### src/rtl/pwrup_seq_pkg.sv
package pwrup_seq_pkg;

    localparam int unsigned NUM_STAGES = 11;
    localparam int unsigned LVL_W      = 4;

    typedef logic [LVL_W-1:0] lvl_t;

    // Stage counts whose arrival starts a wait or a timed phase
    localparam lvl_t LV_HOT  = 4'd2;   // hot released -> PHY request wait
    localparam lvl_t LV_REF  = 4'd5;   // reference clock on -> core request wait
    localparam lvl_t LV_CORE = 4'd7;   // core released -> application hold
    localparam lvl_t LV_DEV  = 4'd11;  // device reset released -> settle

    typedef enum logic [2:0] {
        ST_IDLE,
        ST_STEP,
        ST_POLL,
        ST_HOLD,
        ST_SETTLE,
        ST_DONE,
        ST_UNWIND,
        ST_FAIL
    } seq_state_e;

endpackage

### src/rtl/pwrup_seq_sync.sv
module pwrup_seq_sync #(
    parameter int unsigned WIDTH   = 2,
    parameter logic        RST_VAL = 1'b1
) (
    input  logic             clk,
    input  logic             rst_n,
    input  logic [WIDTH-1:0] async_in,
    output logic [WIDTH-1:0] sync_out
);

    for (genvar b = 0; b < WIDTH; b++) begin : g_bit
        logic meta_q, meta_d;
        logic safe_q, safe_d;

        always_comb begin
            meta_d = async_in[b];
            safe_d = meta_q;
        end

        always_ff @(posedge clk or negedge rst_n) begin
            if (!rst_n) begin
                meta_q <= RST_VAL;
                safe_q <= RST_VAL;
            end else begin
                meta_q <= meta_d;
                safe_q <= safe_d;
            end
        end

        assign sync_out[b] = safe_q;
    end

endmodule

### src/rtl/pwrup_seq_tick.sv
module pwrup_seq_tick #(
    parameter int unsigned PERIOD = 200
) (
    input  logic clk,
    input  logic rst_n,
    input  logic clr,
    output logic tick
);

    localparam int unsigned TW = (PERIOD > 1) ? $clog2(PERIOD) : 1;
    localparam logic [TW-1:0] LAST = TW'(PERIOD - 1);

    logic [TW-1:0] cnt_q, cnt_d;

    always_comb begin
        tick  = !clr && (cnt_q == LAST);
        cnt_d = cnt_q;
        if (clr || cnt_q == LAST) begin
            cnt_d = '0;
        end else begin
            cnt_d = cnt_q + 1'b1;
        end
    end

    always_ff @(posedge clk or negedge rst_n) begin
        if (!rst_n) begin
            cnt_q <= '0;
        end else begin
            cnt_q <= cnt_d;
        end
    end

    // consecutive ticks are PERIOD cycles apart, so no two adjacent cycles tick
    a_r3_tick_spacing: assert property (@(posedge clk) disable iff (!rst_n)
        (PERIOD > 1 && tick) |=> !tick);

endmodule

### src/rtl/pwrup_seq_stage_map.sv
module pwrup_seq_stage_map #(
    parameter int unsigned NUM = 11,
    parameter int unsigned LW  = 4
) (
    input  logic [LW-1:0]  lvl,
    output logic [NUM-1:0] released
);

    // Item i is released once the stage count has passed it
    for (genvar i = 0; i < NUM; i++) begin : g_item
        assign released[i] = (lvl > LW'(i));
    end

endmodule

### src/rtl/pwrup_seq.sv
module pwrup_seq
    import pwrup_seq_pkg::*;
#(
    parameter int unsigned CLK_MHZ      = 200,
    parameter int unsigned POLL_US      = 1,
    parameter int unsigned TIMEOUT_US   = 1000,
    parameter int unsigned SETTLE_US    = 100,
    parameter int unsigned APP_HOLD_CYC = 8
) (
    input  logic clk,
    input  logic rst_n,
    input  logic start,
    input  logic phy_rst_req,
    input  logic core_rst_req,
    output logic pwr_rst,
    output logic hot_rst,
    output logic phy_rst,
    output logic pipe_rst,
    output logic core_rst,
    output logic sticky_rst,
    output logic nsticky_rst,
    output logic app_mst_rst,
    output logic app_slv_rst,
    output logic app_clk_en,
    output logic ref_clk_en,
    output logic dev_rst_n,
    output logic busy,
    output logic done,
    output logic error
);

    localparam int unsigned TICK_CYC   = CLK_MHZ * POLL_US;
    localparam int unsigned TO_TICKS   = (TIMEOUT_US + POLL_US - 1) / POLL_US;
    localparam int unsigned ST_TICKS   = (SETTLE_US + POLL_US - 1) / POLL_US;
    localparam int unsigned MAX_TICKS  = (TO_TICKS > ST_TICKS) ? TO_TICKS : ST_TICKS;
    localparam int unsigned CW         = $clog2(MAX_TICKS + 1);
    localparam int unsigned HW         = (APP_HOLD_CYC > 1) ? $clog2(APP_HOLD_CYC) : 1;
    localparam int unsigned SETTLE_CYC = ST_TICKS * TICK_CYC;
    localparam int unsigned SCW        = $clog2(SETTLE_CYC + 1);

    typedef struct packed {
        seq_state_e    state;
        lvl_t          lvl;
        logic [CW-1:0] tcnt;
        logic [HW-1:0] hcnt;
    } seq_regs_t;

    seq_regs_t q, d;

    logic       tick, tick_clr;
    logic [1:0] req_s;
    logic       phy_req_s, core_req_s;
    logic       cur_req;
    lvl_t       lvl_inc;
    logic [NUM_STAGES-1:0] rel;

    pwrup_seq_sync #(.WIDTH(2), .RST_VAL(1'b1)) i_sync (
        .clk      (clk),
        .rst_n    (rst_n),
        .async_in ({core_rst_req, phy_rst_req}),
        .sync_out (req_s)
    );
    assign phy_req_s  = req_s[0];
    assign core_req_s = req_s[1];

    pwrup_seq_tick #(.PERIOD(TICK_CYC)) i_tick (
        .clk   (clk),
        .rst_n (rst_n),
        .clr   (tick_clr),
        .tick  (tick)
    );

    pwrup_seq_stage_map #(.NUM(NUM_STAGES), .LW(LVL_W)) i_map (
        .lvl      (q.lvl),
        .released (rel)
    );

    // Next-state computation
    always_comb begin
        d        = q;
        lvl_inc  = q.lvl + 1'b1;
        tick_clr = (q.state == ST_STEP);
        cur_req  = (q.lvl == LV_HOT) ? phy_req_s : core_req_s;

        case (q.state)
            ST_IDLE, ST_FAIL: begin
                if (start) begin
                    d.state = ST_STEP;
                    d.lvl   = '0;
                end
            end
            ST_STEP: begin
                d.lvl  = lvl_inc;
                d.tcnt = '0;
                d.hcnt = '0;
                if (lvl_inc == LV_HOT || lvl_inc == LV_REF) begin
                    d.state = ST_POLL;
                end else if (lvl_inc == LV_CORE) begin
                    d.state = ST_HOLD;
                end else if (lvl_inc == LV_DEV) begin
                    d.state = ST_SETTLE;
                end else begin
                    d.state = ST_STEP;
                end
            end
            ST_POLL: begin
                if (tick) begin
                    if (!cur_req) begin
                        d.state = ST_STEP;
                    end else if (q.tcnt == CW'(TO_TICKS - 1)) begin
                        d.state = ST_UNWIND;
                    end else begin
                        d.tcnt = q.tcnt + 1'b1;
                    end
                end
            end
            ST_HOLD: begin
                if (q.hcnt == HW'(APP_HOLD_CYC - 1)) begin
                    d.state = ST_STEP;
                end else begin
                    d.hcnt = q.hcnt + 1'b1;
                end
            end
            ST_SETTLE: begin
                if (tick) begin
                    if (q.tcnt == CW'(ST_TICKS - 1)) begin
                        d.state = ST_DONE;
                    end else begin
                        d.tcnt = q.tcnt + 1'b1;
                    end
                end
            end
            ST_UNWIND: begin
                d.lvl = q.lvl - 1'b1;
                if (q.lvl == lvl_t'(1)) begin
                    d.state = ST_FAIL;
                end
            end
            default: d = q;
        endcase
    end

    always_ff @(posedge clk or negedge rst_n) begin
        if (!rst_n) begin
            q <= '{state: ST_IDLE, lvl: '0, tcnt: '0, hcnt: '0};
        end else begin
            q <= d;
        end
    end

    // Output decode: each item is a threshold on the stage count
    assign pwr_rst     = !rel[0];
    assign hot_rst     = !rel[1];
    assign phy_rst     = !rel[2];
    assign app_clk_en  =  rel[3];
    assign ref_clk_en  =  rel[4];
    assign pipe_rst    = !rel[5];
    assign core_rst    = !rel[6];
    assign app_mst_rst = !rel[7];
    assign app_slv_rst = !rel[7];
    assign sticky_rst  = !rel[8];
    assign nsticky_rst = !rel[9];
    assign dev_rst_n   =  rel[10];

    assign done  = (q.state == ST_DONE);
    assign error = (q.state == ST_FAIL);
    assign busy  = (q.state == ST_STEP) || (q.state == ST_POLL) || (q.state == ST_HOLD)
                || (q.state == ST_SETTLE) || (q.state == ST_UNWIND);

    // Cycles since the device reset was lifted, saturating; feeds the settle check
    logic [SCW-1:0] settle_cnt_q, settle_cnt_d;
    always_comb begin
        settle_cnt_d = settle_cnt_q;
        if (!dev_rst_n) begin
            settle_cnt_d = '0;
        end else if (settle_cnt_q != SCW'(SETTLE_CYC)) begin
            settle_cnt_d = settle_cnt_q + 1'b1;
        end
    end
    always_ff @(posedge clk or negedge rst_n) begin
        if (!rst_n) begin
            settle_cnt_q <= '0;
        end else begin
            settle_cnt_q <= settle_cnt_d;
        end
    end

    // the PHY reset lifts only after a synchronized low request was seen
    a_r3_phy_after_req: assert property (@(posedge clk) disable iff (!rst_n)
        $fell(phy_rst) |-> $past(!phy_req_s, 2));

    // the PIPE reset lifts only after a synchronized low core request was seen
    a_r4_pipe_after_req: assert property (@(posedge clk) disable iff (!rst_n)
        $fell(pipe_rst) |-> $past(!core_req_s, 2));

    // never more than one item moves on an edge
    a_r2_single_step: assert property (@(posedge clk) disable iff (!rst_n)
        $countones(rel ^ $past(rel)) <= 1);

    // done never precedes the full settle interval
    a_r6_settle_time: assert property (@(posedge clk) disable iff (!rst_n)
        $rose(done) |-> (settle_cnt_q >= SCW'(SETTLE_CYC)));

    // on failure everything is back in reset with clocks off
    a_r8_fail_all_reset: assert property (@(posedge clk) disable iff (!rst_n)
        error |-> (pwr_rst && hot_rst && !app_clk_en && !ref_clk_en && !dev_rst_n));

    // status flags are mutually exclusive
    a_r10_status_excl: assert property (@(posedge clk) disable iff (!rst_n)
        $onehot0({busy, done, error}));

    // both application resets move together
    a_r5_app_pair: assert property (@(posedge clk) disable iff (!rst_n)
        app_mst_rst == app_slv_rst);

endmodule

### config.mk
export PLATFORM = sky130hd
export DESIGN_NAME = pwrup_seq
export DESIGN_NICKNAME = d
export VERILOG_FILES = /design/src/rtl/pwrup_seq_pkg.sv /design/src/rtl/pwrup_seq_sync.sv /design/src/rtl/pwrup_seq_tick.sv /design/src/rtl/pwrup_seq_stage_map.sv /design/src/rtl/pwrup_seq.sv
export SDC_FILE = /design/constraint.sdc
export NUM_CORES = 1
export LEC_CHECK = 0
export CAP_MARGIN = 0
export CORE_MARGIN = 3
export CORE_UTILIZATION = 62
export CTS_CLUSTER_DIAMETER = 200
export DETAILED_ROUTE_END_ITERATION = 12
export GPL_TIMING_DRIVEN = 0
export MAX_ROUTING_LAYER = met4
export PLACE_DENSITY = 0.85
export SYNTH_ARGS = -nofsm -noshare
export SYNTH_HDL_FRONTEND = slang
export SYNTH_HIERARCHICAL = 1
export SYNTH_SLANG_ARGS = --single-unit
### constraint.sdc
create_clock -name clk -period 5.8 [get_ports clk]
set_clock_uncertainty 0.2 [all_clocks]
set_input_delay 1.45 -clock clk [delete_from_list [all_inputs] [get_ports clk]]
set_output_delay 1.45 -clock clk [all_outputs]
set_load 0.1 [all_outputs]
### After elaboration in Yosys (flattened, before gate mapping)

Index checks and enable logic that the tools add are counted.
Widths: inputs -> output; s select.

| operators by class | value |
|---|---|
| add/subtract/negate cells | 5 |
| multiply operators | 0 |
| divide/modulo/power cells | 0 |
| $lt $le $gt $ge | 11 |
| equality and inequality tests | 28 |
| shift-type cells | 0 |
| mux-type cells | 23 |
| bitwise logic cells | 0 |
| reduce and logical (&&, ||, !) cells | 26 |

Operators by type and width:

| operator | count |
|---|---|
| $mux 10 | 5 |
| $mux 3 | 11 |
| $pmux 10 s3 | 1 |
| $pmux 3 s6 | 1 |
| $gt 4x3->1 const B | 4 |
| $ne 2x2->1 const B | 8 |
| $eq 3x3->1 const B | 5 |
| $gt 4x4->1 const B | 3 |
| $pmux 4 s3 | 1 |
| $add 10x1->10 const B | 1 |
| $eq 10x10->1 const B | 1 |
| $eq 10x7->1 const B | 1 |
| $logic_not 1->1 | 9 |
| $add 8x1->8 const B | 1 |
| $eq 4x2->1 const B | 2 |
| $eq 4x3->1 const B | 2 |
| $eq 8x8->1 const B | 1 |
| $gt 4x1->1 const B | 2 |
| $gt 4x2->1 const B | 2 |
| $mux 8 | 1 |
| $reduce_and 8->1 | 1 |
| $mux 7 | 1 |
| $eq 3x2->1 const B | 2 |
| $logic_or 1x1->1 | 6 |
| other kinds (18) | 21 |

| storage, ports and cells | value |
|---|---|
| bits in registers | 32 |
| bits in latches | 0 |
| bits in writable memories | 0 |
| memory bits (read-only) | 0 |
| output and inout port bits | 15 |
| memories | 0 |

### Longest topological paths before layout

| logic depth | value |
|---|---|
| word-level depth | 6 |
| gate-level depth with buffers | 11 |
| gate-level depth less buffers | 9 |

### Hierarchy

Netlist, hierarchy kept.

By module, submodules not included:

| module | instances | cells an instance | area each (um^2) |
|---|---|---|---|
| pwrup_seq | 1 | 175 | 1531.5 |
| pwrup_seq_tick | 1 | 38 | 414.1 |
| pwrup_seq_sync | 1 | 6 | 120.1 |
| pwrup_seq_stage_map | 1 | 14 | 97.6 |

### Least setup slack after synthesis

No wires, ideal clock.

| timing path | value |
|---|---|
| kind | register -> output |
| from | reg q[19] (netlist name) |
| to | out busy |
| arrival | 2.950 ns |
| data required time | 4.150 ns |
| slack | 1.200 ns |
| cell stages (with the launch flop) | 4 |
| path buffers | 1 |
| cells stage by stage | dfrtp_1 > clkbuf_1 > nor2_1 > a21boi_0 |

| between the ends | value |
|---|---|
| word-level cells in the longest chain between the ends | 5 |
| elaborated cells on any way between the ends | 9 |
| those cells by class | eq/ne: 5; reduce/logical: 4 |

RTL lines:

| element | line | text |
|---|---|---|
| start, declared | pwrup_seq.sv:48 | `seq_regs_t q, d;` |
| start signal, assigned | pwrup_seq.sv:145 | `q <= '{state: ST_IDLE, lvl: '0, tcnt: '0, hcnt: '0};` |
| $eq 3x1->1 / $eq 3x2->1 (equally long branches) | pwrup_seq.sv:167 | `assign busy = (q.state == ST_STEP) \|\| (q.state == ST_POLL) \|\| (q.state == ST_HOLD)` |
| $logic_or 1x1->1 (2 in series) | pwrup_seq.sv:167 |  |
| $logic_or 1x1->1 | pwrup_seq.sv:168 | `\|\| (q.state == ST_SETTLE) \|\| (q.state == ST_UNWIND);` |
| $logic_or 1x1->1 (*) | pwrup_seq.sv:168 |  |
| end, declared | pwrup_seq.sv:27 | `output logic busy,` |

Mark *: on every way between the ends. The rest lies on a longest branch, timed or not.

### Worst setup path in the final report

| timing path | value |
|---|---|
| from | reg q[16] (netlist name) |
| to | out pwr_rst |

| between the ends | value |
|---|---|
| word-level cells in the longest chain between the ends | 2 |

RTL lines:

| element | line | text |
|---|---|---|
| $gt 4x1->1 | pwrup_seq_stage_map.sv:11 | `assign released[i] = (lvl > LW'(i));` |
| net rel[0] | pwrup_seq.sv:55 | `logic [NUM_STAGES-1:0] rel;` |
| $logic_not 1->1 | pwrup_seq.sv:152 | `assign pwr_rst = !rel[0];` |
| end, declared | pwrup_seq.sv:15 | `output logic pwr_rst,` |

The timed path passes the listed nets, and every way through them passes these cells.

==> impl_metrics.ini <==
[outcome]
status = completed

[drt]
avgViaCountPerCell = 6.04
drtIter0Drc = 127
drt-total-wl_um = 4520
via_count = 1836
drtPass1Iterations = 4
drc_errors = 0
ant_nets = 0
wire_per_inst_um = 14.9

[timing]
setup_viol = 0
timing.final.hold_violations = 0
min_period_over_period = 0.751
maxSlewViolCount = 0
rsz0062_at_grt = no
period_minus_slack_ns = 4.35
fin_worst_hold_slack_ns = 0.165
max_freq_ghz = 0.230
tns_ns = 0
slew_headroom = 0.337
worstMarginPinSlew_ns = 0.991

[critical_path]
setup.worst_path.class = reg -> out
crit_fanout = 15
regToRegEndpoint = q[11]
worst_r2r_path_depth = 11
critPathMaxStageDelay_ns = 1.12
cp-end-kind = output port
cp_cell_sequence = or2_4, or3_1, inv_1, clkdlybuf4s50_1
crit_slowest_cell = clkdlybuf4s50_1
worstPathRequired_ns = 4.15
start_kind = register
reg2reg_from = q[17]
cp.arrival_ns = 2.70
rrSetupSlack_ns = 2.11

[logic_synthesis]
synth_top_cell_by_area = dfrtp_1
synth_edf_count = 0
syn_area_per_cell_sq_um = 9.28
async_flop_share = 1.00
synthCells = 233
synth_area_sq_mm = 0.00216
ys_seq_elements = 32
synthFlopType = dfrtp_1
synth-seq-area-share = 0.372
synthTopCellsByArea = dfrtp_1 32%, ha_1 5.8%, dfstp_2 4.9%, a21oi_1 3.0%, nand2_1 2.8%
synth_cell_types = 65
synth_top_area_frac = 0.324
yosys_warnings = 6
synthesis.nets = 248

[clocking]
numCtsBuffers = 5
ctsLongestPathBuffers = 2
cts_tree = done
root_buffer = clkbuf_4
cts.repair.resized = 0
post_cts_buffers = 0
cts_htree_levels = 2
clk_pin_slew_ns = 0.11
clock_latency_ns = 0.34
hold_buffers = 0
clock-sinks = 32

[floorplanning]
dieArea_sq_mm = 0.00423
die_w_um = 65.1
initial_core_util = 0.681
die_h_um = 65.1
ios = 20
row_count = 20
core_area_sq_mm = 0.00318

[global_route]
grt_overflow = 0
antenna_found_initial = 0
grt_max_degree = 33
grt_pass1_wl_um = 7840
track_usage = 0.246
grt_pass1_vias = 1754

[min_path]
min-delay-start = i_sync/g_bit[0].meta_q
hold_class = reg -> reg
hold_end = i_sync/g_bit[0].safe_q
hold_depth = 0

[placement]
numPortBuffers = 19
place.gp.congestion = 0.917
post-dp-hpwl_um = 3240

[final_layout]
drive_above_1_share = 0.142
multi_input_area_sq_mm = 0.00122
nets = 274
areaGrowthSynthToFinish_pct = 14.8
fillCellCount = 243
regArea_sq_um = 806
antenna_cells = 0

[job]
drv_cap = 0
[synthesized netlist by cell type, types with 3 or more instances]
cell and count:
o31ai_1 7, nor3b_1 3, clkbuf_1 3, dfrtp_1 28, buf_2 3, nand2b_1 5
a21oi_1 13, nor2_1 15, o21ai_0 7, and3_1 3, dfstp_2 4, xnor2_1 5
mux2i_1 5, a31oi_1 3, ha_1 10, o21ai_1 5, inv_1 15, nor2b_1 5
and2_1 3, buf_4 3, or4_1 4, nor3_1 3, nor4_1 3, nand2_1 16
nand3_1 9, o22ai_1 3
[per-stage QoR]
| step | setup WS (ns) | util | instances | instance area [sq um] |
|---|---|---|---|---|
| 2_1_floorplan | 1.20 | - | 233 | 2160 |
| 3_3_place_gp | 1.83 | 0.758 | 296 | 2410 |
| 3_5_place_dp | 1.81 | 0.756 | 296 | 2400 |
| 4_1_cts | 1.42 | 0.781 | 304 | 2480 |
| 5_1_grt | 1.31 | 0.781 | 304 | 2480 |
| 6_report | 1.45 | 0.781 | 304 | 2480 |
[sequential cells by signal (all words and copies together), names as in the netlist]
name / count
i_sync/g_bit.meta_q: 2
i_sync/g_bit.safe_q: 2
i_tick/cnt_q: 8
q: 20
[worst max-delay path by stage]
stage / from / end / slack, ns
after floorplan: q[19] / busy / 1.20
after global routing: q[16] / pwr_rst / 1.31
after global placement: q[16] / pwr_rst / 1.83
final: q[16] / pwr_rst / 1.45
after detailed placement: q[16] / pwr_rst / 1.81
after CTS: q[16] / pwr_rst / 1.42
[layer usage]
| layer | routed length [um] | share of wire | GRT usage | vias to the layer above |
|---|---|---|---|---|
| met1 | 2080 | 0.46 | 0.300 | 873 |
| met4 | 65 | 0.014 | 0.0803 | 0 |
| met5 | 0 | 0 | - | - |
| met2 | 2190 | 0.48 | 0.396 | 45 |
| met3 | 190 | 0.042 | 0.0676 | 8 |
| li1 | - | - | - | 910 |
[layout by cell type, fill, tap and decap left out, drive strengths merged, types with 5 or more instances in the layout]
cell	Yosys	routed
dfrtp	28	28
inv	16	16
nand3	11	11
o21ai	12	12
nand2	16	16
clkbuf	3	8
clkdlybuf4s50	0	18
mux2i	5	5
o31ai	7	7
nand2b	5	5
a21oi	13	13
nor2	15	15
buf	9	10
xnor2	5	5
nor2b	5	5
ha	10	10
[cells by family (layout without fill, tap and decap cells)]
family                     after synthesis  after routing  share of synthesized area
muxes                                    7              7                     0.0388
AOI/OAI and AO/OA                       65             65                      0.213
and+or+nand+nor                         84             84                      0.227
DFF                                     32             32                      0.372
buffers and inverters                   28             55                     0.0625
adders and majority gates               10             10                     0.0578
xor gates and xnor gates                 7              7                     0.0283
[layout make-up]
cell class | instances | area share
multi-input combinational | 173 | 0.492
clock buffer | 5 | 0.0151
buffer | 12 | 0.0302
inverter | 16 | 0.0242
timing repair buffer | 19 | 0.0746
tap | 44 | 0.0222
sequential | 32 | 0.324
clock inverter | 3 | 0.0171
[critical path: cells and delay by family (launching register included)]
family / cells / cell delay (ns)
buffers and inverters: 2 / 1.18
flip-flops: 1 / 0.57
AND/OR/NAND/NOR: 2 / 0.62
Power is not shown: default switching activity piles up to over one toggle a cycle in this logic, so the estimate is an artifact.
